$ cat src/rtl/spill_pkg.sv
package spill_pkg;
  typedef enum logic [1:0] {
    ST_IDLE  = 2'd0,
    ST_WAIT  = 2'd1,
    ST_XFER  = 2'd2,
    ST_SPILL = 2'd3
  } spill_st_e;
endpackage

$ cat src/rtl/spill_timer.sv
module spill_timer #(
  parameter int TMR_W = 16
) (
  input  logic             clk_i,
  input  logic             rst_ni,
  input  logic             load_i,
  input  logic             count_i,
  input  logic [TMR_W-1:0] reload_i,
  output logic             expire_o
);
  logic [TMR_W-1:0] cnt_q;
  logic             cnt_zero;

  assign cnt_zero = (cnt_q == '0);

  always_ff @(posedge clk_i or negedge rst_ni) begin
    if (!rst_ni)                   cnt_q <= '0;
    else if (load_i)               cnt_q <= reload_i;
    else if (count_i && !cnt_zero) cnt_q <= cnt_q - 1'b1;
  end

  // a reload in the same cycle always beats expiry
  assign expire_o = count_i && !load_i && cnt_zero;
endmodule

$ cat src/rtl/spill_fsm.sv
module spill_fsm
  import spill_pkg::*;
#(
  parameter int N_DST = 4
) (
  input  logic             clk_i,
  input  logic             rst_ni,
  input  logic             tmr_en_i,
  input  logic             dist_en_i,
  input  logic             pkt_start_i,
  input  logic [N_DST-1:0] dst_mask_i,
  input  logic [N_DST-1:0] dst_busy_i,
  input  logic [N_DST-1:0] dst_run_i,
  input  logic             char_xfer_i,
  input  logic             src_valid_i,
  input  logic             src_eop_i,
  input  logic             expire_i,
  output logic             load_o,
  output logic             count_o,
  output logic [N_DST-1:0] eep_set_o,
  output logic             spill_o,
  output logic             timeout_o
);
  spill_st_e        st_q, st_d;
  logic [N_DST-1:0] mask_q;
  logic             to_q;
  logic             active;
  logic             all_run;
  logic             any_busy;
  logic             hold;
  logic             fire;

  assign active   = (st_q == ST_WAIT) || (st_q == ST_XFER);
  assign all_run  = &(dst_run_i | ~mask_q);
  assign any_busy = |(dst_busy_i & mask_q);
  // multicast wait on busy but live destinations is unbounded
  assign hold     = (st_q == ST_WAIT) && dist_en_i && all_run && any_busy;

  assign load_o  = ((st_q == ST_IDLE) && pkt_start_i) || (active && char_xfer_i);
  assign count_o = active && tmr_en_i && !hold;
  assign fire    = active && expire_i;

  always_comb begin
    st_d = st_q;
    unique case (st_q)
      ST_IDLE: if (pkt_start_i) st_d = ST_WAIT;
      ST_WAIT, ST_XFER: begin
        if (char_xfer_i) st_d = src_eop_i ? ST_IDLE : ST_XFER;
        else if (fire)   st_d = ST_SPILL;
      end
      ST_SPILL: if (src_valid_i && src_eop_i) st_d = ST_IDLE;
      default: st_d = ST_IDLE;
    endcase
  end

  always_ff @(posedge clk_i or negedge rst_ni) begin
    if (!rst_ni) begin
      st_q   <= ST_IDLE;
      mask_q <= '0;
      to_q   <= 1'b0;
    end else begin
      st_q <= st_d;
      to_q <= fire;
      if ((st_q == ST_IDLE) && pkt_start_i) mask_q <= dst_mask_i;
    end
  end

  assign eep_set_o = fire ? mask_q : '0;
  assign spill_o   = (st_q == ST_SPILL);
  assign timeout_o = to_q;
endmodule

$ cat src/rtl/eep_req_bank.sv
module eep_req_bank #(
  parameter int N_DST = 4
) (
  input  logic             clk_i,
  input  logic             rst_ni,
  input  logic [N_DST-1:0] set_i,
  input  logic [N_DST-1:0] ack_i,
  output logic [N_DST-1:0] req_o
);
  for (genvar g = 0; g < N_DST; g++) begin : g_req
    logic req_q;
    always_ff @(posedge clk_i or negedge rst_ni) begin
      if (!rst_ni)       req_q <= 1'b0;
      else if (set_i[g]) req_q <= 1'b1;
      else if (ack_i[g]) req_q <= 1'b0;
    end
    assign req_o[g] = req_q;
  end
endmodule

$ cat src/rtl/pkt_spill_ctrl.sv
module pkt_spill_ctrl #(
  parameter int N_DST = 4,
  parameter int TMR_W = 16
) (
  input  logic             clk_i,
  input  logic             rst_ni,
  input  logic             tmr_en_i,
  input  logic             dist_en_i,
  input  logic [TMR_W-1:0] reload_i,
  input  logic             pkt_start_i,
  input  logic [N_DST-1:0] dst_mask_i,
  input  logic [N_DST-1:0] dst_busy_i,
  input  logic [N_DST-1:0] dst_run_i,
  input  logic             char_xfer_i,
  input  logic             src_valid_i,
  input  logic             src_eop_i,
  input  logic [N_DST-1:0] eep_ack_i,
  output logic             spill_o,
  output logic             timeout_o,
  output logic [N_DST-1:0] eep_req_o
);
  logic             tmr_load;
  logic             tmr_count;
  logic             tmr_expire;
  logic [N_DST-1:0] eep_set;

  spill_timer #(.TMR_W(TMR_W)) u_timer (
    .clk_i    (clk_i),
    .rst_ni   (rst_ni),
    .load_i   (tmr_load),
    .count_i  (tmr_count),
    .reload_i (reload_i),
    .expire_o (tmr_expire)
  );

  spill_fsm #(.N_DST(N_DST)) u_fsm (
    .clk_i       (clk_i),
    .rst_ni      (rst_ni),
    .tmr_en_i    (tmr_en_i),
    .dist_en_i   (dist_en_i),
    .pkt_start_i (pkt_start_i),
    .dst_mask_i  (dst_mask_i),
    .dst_busy_i  (dst_busy_i),
    .dst_run_i   (dst_run_i),
    .char_xfer_i (char_xfer_i),
    .src_valid_i (src_valid_i),
    .src_eop_i   (src_eop_i),
    .expire_i    (tmr_expire),
    .load_o      (tmr_load),
    .count_o     (tmr_count),
    .eep_set_o   (eep_set),
    .spill_o     (spill_o),
    .timeout_o   (timeout_o)
  );

  eep_req_bank #(.N_DST(N_DST)) u_req (
    .clk_i  (clk_i),
    .rst_ni (rst_ni),
    .set_i  (eep_set),
    .ack_i  (eep_ack_i),
    .req_o  (eep_req_o)
  );
endmodule

$ cat config.mk
export PLATFORM = sky130hd
export DESIGN_NAME = pkt_spill_ctrl
export DESIGN_NICKNAME = d
export VERILOG_FILES = /design/src/rtl/spill_pkg.sv /design/src/rtl/spill_timer.sv /design/src/rtl/spill_fsm.sv /design/src/rtl/eep_req_bank.sv /design/src/rtl/pkt_spill_ctrl.sv
export SDC_FILE = /design/constraint.sdc
export NUM_CORES = 1
export LEC_CHECK = 0
export ABC_AREA = 1
export BUFFER_PORTS_ARGS = -buffer_cell sky130_fd_sc_hd__buf_2
export CORE_MARGIN = 1
export CORE_UTILIZATION = 45
export CTS_BUF_LIST = sky130_fd_sc_hd__clkbuf_8 sky130_fd_sc_hd__clkbuf_16
export DETAILED_ROUTE_END_ITERATION = 16
export PLACE_DENSITY = 0.69
export SLEW_MARGIN = 20
export SYNTH_ARGS = -nofsm -noshare
export SYNTH_HDL_FRONTEND = slang
export SYNTH_SLANG_ARGS = --single-unit
$ cat constraint.sdc
create_clock -name clk_i -period 2.4 [get_ports clk_i]
set_input_delay 0.48 -clock clk_i [delete_from_list [all_inputs] [get_ports clk_i]]
set_output_delay 0.48 -clock clk_i [all_outputs]
set_load 0.005 [all_outputs]
# Word-level counts from Yosys, hierarchy flattened
# Index checks and enable logic that the tools add are counted.
# totals
rom_bits	0
ram_bits	0
ff_bits	27
latchBits	0
out_inout_bits	6
wordCells	63
input_bits	40
n_memories	0
# op_classes
reduce_logical	28
order_cmp	0
n_mux	17
n_eq_ne	6
shifts	0
n_addsub	1
div	0
bitwise_logic	3
mul	0
# ops
operator	count
2-to-1 mux 16 bit	2
zero test 16 bit	1
subtractor 16 x 1 -> 16 bit (second input constant)	1
logical AND 1 bit	12
2-to-1 mux 2 bit	5
nonzero test 2 bit	5
2-to-1 mux 1 bit	8
case mux 2 bit (3 select lines)	1
bitwise AND 4 bit	1
== test 2 bit (second input constant)	2
2-to-1 mux 4 bit	1
inverter 4 bit	1
bitwise OR 4 bit	1
AND reduction 4 bit	1
OR reduction 4 bit	1
zero test 1 bit	3
inequality test 3 x 2 -> 1 bit (second input constant)	1
AND reduction 3 bit	1
== test 2 x 1 -> 1 bit (second input constant)	1
zero test 2 bit	1
logical OR 1 bit	2
inequality test 2 x 1 -> 1 bit (second input constant)	1
inequality test 2 bit (second input constant)	1
OR reduction 2 bit	1

# Logic depth before layout (Yosys ltp)
# logic_depth
word_depth	13
depth_mapped	12
ltp_nobuf	11

# By module
# A second synthesis with hierarchy kept.
# unflattened
cells_unflattened	281
area_unflattened_um2	1944.4
# modules_own_cells
mod	n_inst	cells_each	seq_area_each_um2	area_each_um2
spill_timer	1	187	400.4	1286.2
spill_fsm	1	70	175.2	467.9
eep_req_bank	1	24	100.1	190.2

# Worst setup path after synthesis
# Ideal clock, no wire load.
# synth_timing
path_kind	register to register
start	reg u_fsm.st_q[0]
end	reg u_timer.cnt_q[11]
arrival_ns	1.467
stages_incl_launch_ff	11
path_buffers	1
required_ns	2.283
setup_ns	0.117
period_less_slack_ns	1.584
setup_slack_ns	0.816
cell_sequence	dfrtp_1 inv_1 ha_1 inv_1 o21ai_2 inv_2 buf_2 o21ai_0 nand2_1 nand2_1 nand2_1
# synth_via
elab_chain_cells	8
word_cells_on_any_way	16
cone_classes	eq/ne (2); mux (1); reduce/logical (13)
# synth_rtl
element	line	text
start: declaration	spill_fsm.sv:24	spill_st_e st_q, st_d;
start signal: assignment	spill_fsm.sv:62	st_q <= st_d;
== test 2 x 1 -> 1 bit	spill_fsm.sv:33, spill_fsm.sv:37	
logical AND 1 bit (3 in series)	spill_fsm.sv:37	assign hold = (st_q == ST_WAIT) && dist_en_i && all_run && any_busy;
zero test 1 bit	spill_fsm.sv:40	assign count_o = active && tmr_en_i && !hold;
logical AND 1 bit	spill_fsm.sv:40	
logical AND 1 bit	spill_timer.sv:19	else if (count_i && !cnt_zero) cnt_q <= cnt_q - 1'b1;
nonzero test 2 bit (no line)	-	
end signal: assignment	spill_timer.sv:18	else if (load_i) cnt_q <= reload_i;
end signal: assignment	spill_timer.sv:19	
end: declaration	spill_timer.sv:11	logic [TMR_W-1:0] cnt_q;
# Parallel ways exist; a longest one is shown, timed or not.
# A chain may end at the register's enable or synchronous reset.

# Worst setup path in the final report
# layout_timing
start	reg u_fsm.st_q[0]
end	reg u_fsm.st_q[0]
# layout_via
elab_chain_cells	11
word_cells_on_any_way	24
cone_classes	eq/ne (6); mux (1); reduce/logical (17)
# layout_rtl
element	line	text
== test 2 x 1 -> 1 bit	spill_fsm.sv:33, spill_fsm.sv:37, spill_fsm.sv:45	
logical AND 1 bit (3 in series)	spill_fsm.sv:37	
zero test 1 bit	spill_fsm.sv:40	
logical AND 1 bit	spill_fsm.sv:40	
logical AND 1 bit (2 in series)	spill_timer.sv:23	assign expire_o = count_i && !load_i && cnt_zero;
logical AND 1 bit	spill_fsm.sv:41	assign fire = active && expire_i;
inequality test 3 x 2 -> 1 bit (no line)	-	
AND reduction 3 bit (no line)	-	
# Parallel ways exist; a longest one is shown, timed or not.

==> impl_results.md <==
- Antenna violations before repair: 0
- Avg WL per Cell: approximately 11 um
- Largest net degree at the start of global routing: 28
- Clock slew seen by the registers of the worst setup and hold paths: ~0.10 ns
- Routed vias: approximately 1,800
- Clk buf depth: 2
- Pleak: approximately 1.2 nW
- RSZ-0062 raised after global routing: no
- Core Rows: 23
- Area leader, netlist: dfrtp_1
- Crit end category: flip-flop
- CTS H-tree lvls: 1
- Synthesized Nets: between 300 and 400
- Setup bufs post-CTS: 0
- Share of cells above drive strength 1: 0.238
- Post-synth top area share: 0.354
- Initial DRC Count: 150
- Post-route cell area: about 2200 um2
- Warnings, synthesis: 0
- CTS resizes: 0
- Clock Sinks: 27
- Fin crit share: 0.778
- Critical Path Fanout Max: 6
- Die H: between 60 and 70 um
- Starting Density: 0.474
- CTS tree: built
- Global route total overflow: 0
- Core area: 4030 um2
- Die ar.: roughly 4500 um2
- Final Util: 0.542
- Crit path kind: flip-flop to flip-flop
- Peak supply drop: slightly below 0.8 mV
- Drt pass-1 iters: 4
- Routability Congestion: approximately 0.8
- Die Width: 67.1 um
- Worst setup SP type: flip-flop
- Slew @ Worst Pin: between 0.6 and 0.7 ns
- Max-Slew Margin vs Limit: 0.577
- HPWL Detailed: between 3000 and 4000 um
- Fin Setup TNS: 0 ns
- First-pass GRT wire length: between 7000 and 8000 um
- Routed vias/inst: 4.89
- Placed cell area: between 2000 and 2500 um2
- # IOs: 46
- Vias in the first global route: 1,661
- Antenna viol nets, final: 0
- Syn_area_per_cell: 6.84 um2
- Post-synth design cell area: ~1900 um2
- Top post-synthesis cells by area: dfrtp_1 (35%), nand2_1 (20%), inv_1 (6.7%)
- Worst path max stage delay: approximately 0.4 ns
- Max_cap viols: 0
- Register bit count reported by yosys: 27
- Worst Path Required: roughly 2.6 ns
- CP dominant cell by count: nand2_1
- Share of the yosys chip area belonging to registers: 0.354
- Crit path DAT: about 2 ns
- Final Net Count: between 300 and 400
- Pwr dens: approximately 1300 nW/um2
- Hold crit path type: primary input to asynchronous set/reset pin
- Skew final: between 0.004 and 0.005 ns
- Tmin final: between 1.5 and 2 ns
- Antenna Cells: 0
- Final Hold Viols: 0
- WL final: about 4200 um
- Cell count after synthesis: about 280
- Final setup fails: 0
- Worst-skew pair later-pin latency: between 0.2 and 0.3 ns
- Status: completed
- Synth unique cells: 26
- # placed instances: 366
- Synth-to-Final Area Change: 14.4%
- Critical-path top delay cell: dfrtp_1
- # DRC: 0
- Fin cells: 370
- Num CTS Buffers: 3
- Cts hold-fix bufs: 0
- Port-buffer cells: 45
- GRT Util Overall: 0.208
- Cells along the critical path: inv_1 > ha_1 > nand2_1 > inv_1 > nor2_1 > nand4_1 > o21bai_1 > nand2_1 > nand2_1 > nand2_1
- Pre-CTS setup slack: 0.563 ns
- Worst setup margin: 0.532 ns
- Achievable Freq: about 540 MHz
- Root Driver: clkbuf_8
- Final Max Tran Viols: 0
[layout by cell type, fill, tap and decap left out, drive strengths merged]
| cell | instances |
|---|---|
| a21oi | 1 |
| and3 | 1 |
| buf | 46 |
| clkbuf | 3 |
| dfrtp | 27 |
| ha | 5 |
| inv | 36 |
| nand2 | 111 |
| nand3 | 22 |
| nand4 | 5 |
| nor2 | 31 |
| o21ai | 25 |
| o21bai | 1 |
| o31ai | 2 |
| xnor2 | 3 |
| xor2 | 1 |
[layer usage]
metal / up-vias / share of wire / global-route usage
li1: 951 / - / -
met1: 803 / 0.46 / 0.282
met2: 52 / 0.47 / 0.349
met3: 5 / 0.059 / 0.0203
met4: 0 / 0.014 / 0.0638
met5: - / 0 / 0
[cells by family (layout without fill, tap and decap cells)]
family / Yosys count / in the layout / share of synthesized area
simple gates: 170 / 170 / 0.392
buf+inv: 44 / 85 / 0.104
compound gates: 29 / 29 / 0.0996
flops: 27 / 27 / 0.354
fa+ha+maj: 5 / 5 / 0.0328
xor+xnor: 4 / 4 / 0.0184
[Yosys cell counts]
library cell / instances
nor2_2: 3
and3_1: 1
nand4_4: 1
nor2_1: 27
o21ai_0: 14
nand3_1: 22
xor2_1: 1
dfrtp_1: 27
nand4_1: 4
inv_1: 34
nor2_4: 1
o21ai_1: 1
o21bai_1: 1
buf_2: 2
ha_1: 5
clkbuf_1: 1
nand2_4: 2
xnor2_1: 3
o31ai_1: 2
inv_2: 1
buf_6: 2
a21oi_1: 1
nand2_1: 100
o21ai_2: 10
nand2_2: 9
buf_4: 4
[path summary, 6_finish.rpt]
check,from,to,slack [ns],depth (start not counted)
setup / recovery,u_fsm.st_q[0],u_fsm.st_q[0],0.53,10
hold / removal,rst_ni,u_req.g_req[1].req_q,0.21,1
setup reg to reg,u_fsm.st_q[0],u_fsm.st_q[0],0.53,10
hold reg to reg,u_fsm.st_q[1],u_fsm.st_q[1],0.51,2
max in group asynchronous,rst_ni,u_timer.cnt_q[9],1.78,1
min in group clk_i,eep_ack_i[3],u_req.g_req[3].req_q,0.37,2
[report_power, final]
part | leakage (nW) | switching [mW] | internal [mW] | total (mW)
registers | 0.345 | 0.184 | 0.641 | 0.825
logic | 0.828 | 1.08 | 0.572 | 1.65
clock network | 0.0269 | 0.152 | 0.115 | 0.268
total | 1.20 | 1.42 | 1.33 | 2.75
[flip-flops by register name, indices dropped and copies added, names as in the netlist]
signal	cells
u_fsm.mask_q	4
u_fsm.st_q	2
u_timer.cnt_q	16
u_fsm.timeout_o	1
u_req.g_req.req_q	4
[final cells by class]
type	instances	area [um2]
sequential	27	676
fill	433	1850
clock inverter	1	3.75
clock buffer	3	41.3
tap	50	62.6
inverter	35	131
timing repair buffer	46	233
multi-input combinational	208	1040
[stage by stage]
stage | hold slack, ns | power [mW]
global placement | 0.495 | 2.44
floorplan | 0.184 | 2.19
global route | 0.256 | 3.05
finish | 0.206 | 2.75
CTS | 0.229 | 2.76
detailed placement | 0.499 | 2.49
[worst max-delay path, delay by kind of cell, from the launching register on]
family          cells  cell delay [ns]
fa+ha+maj           1             0.20
buf+inv             2             0.20
compound gates      1             0.26
flops               1             0.40
simple gates        6             0.70
(Power assumes the default switching activity.)
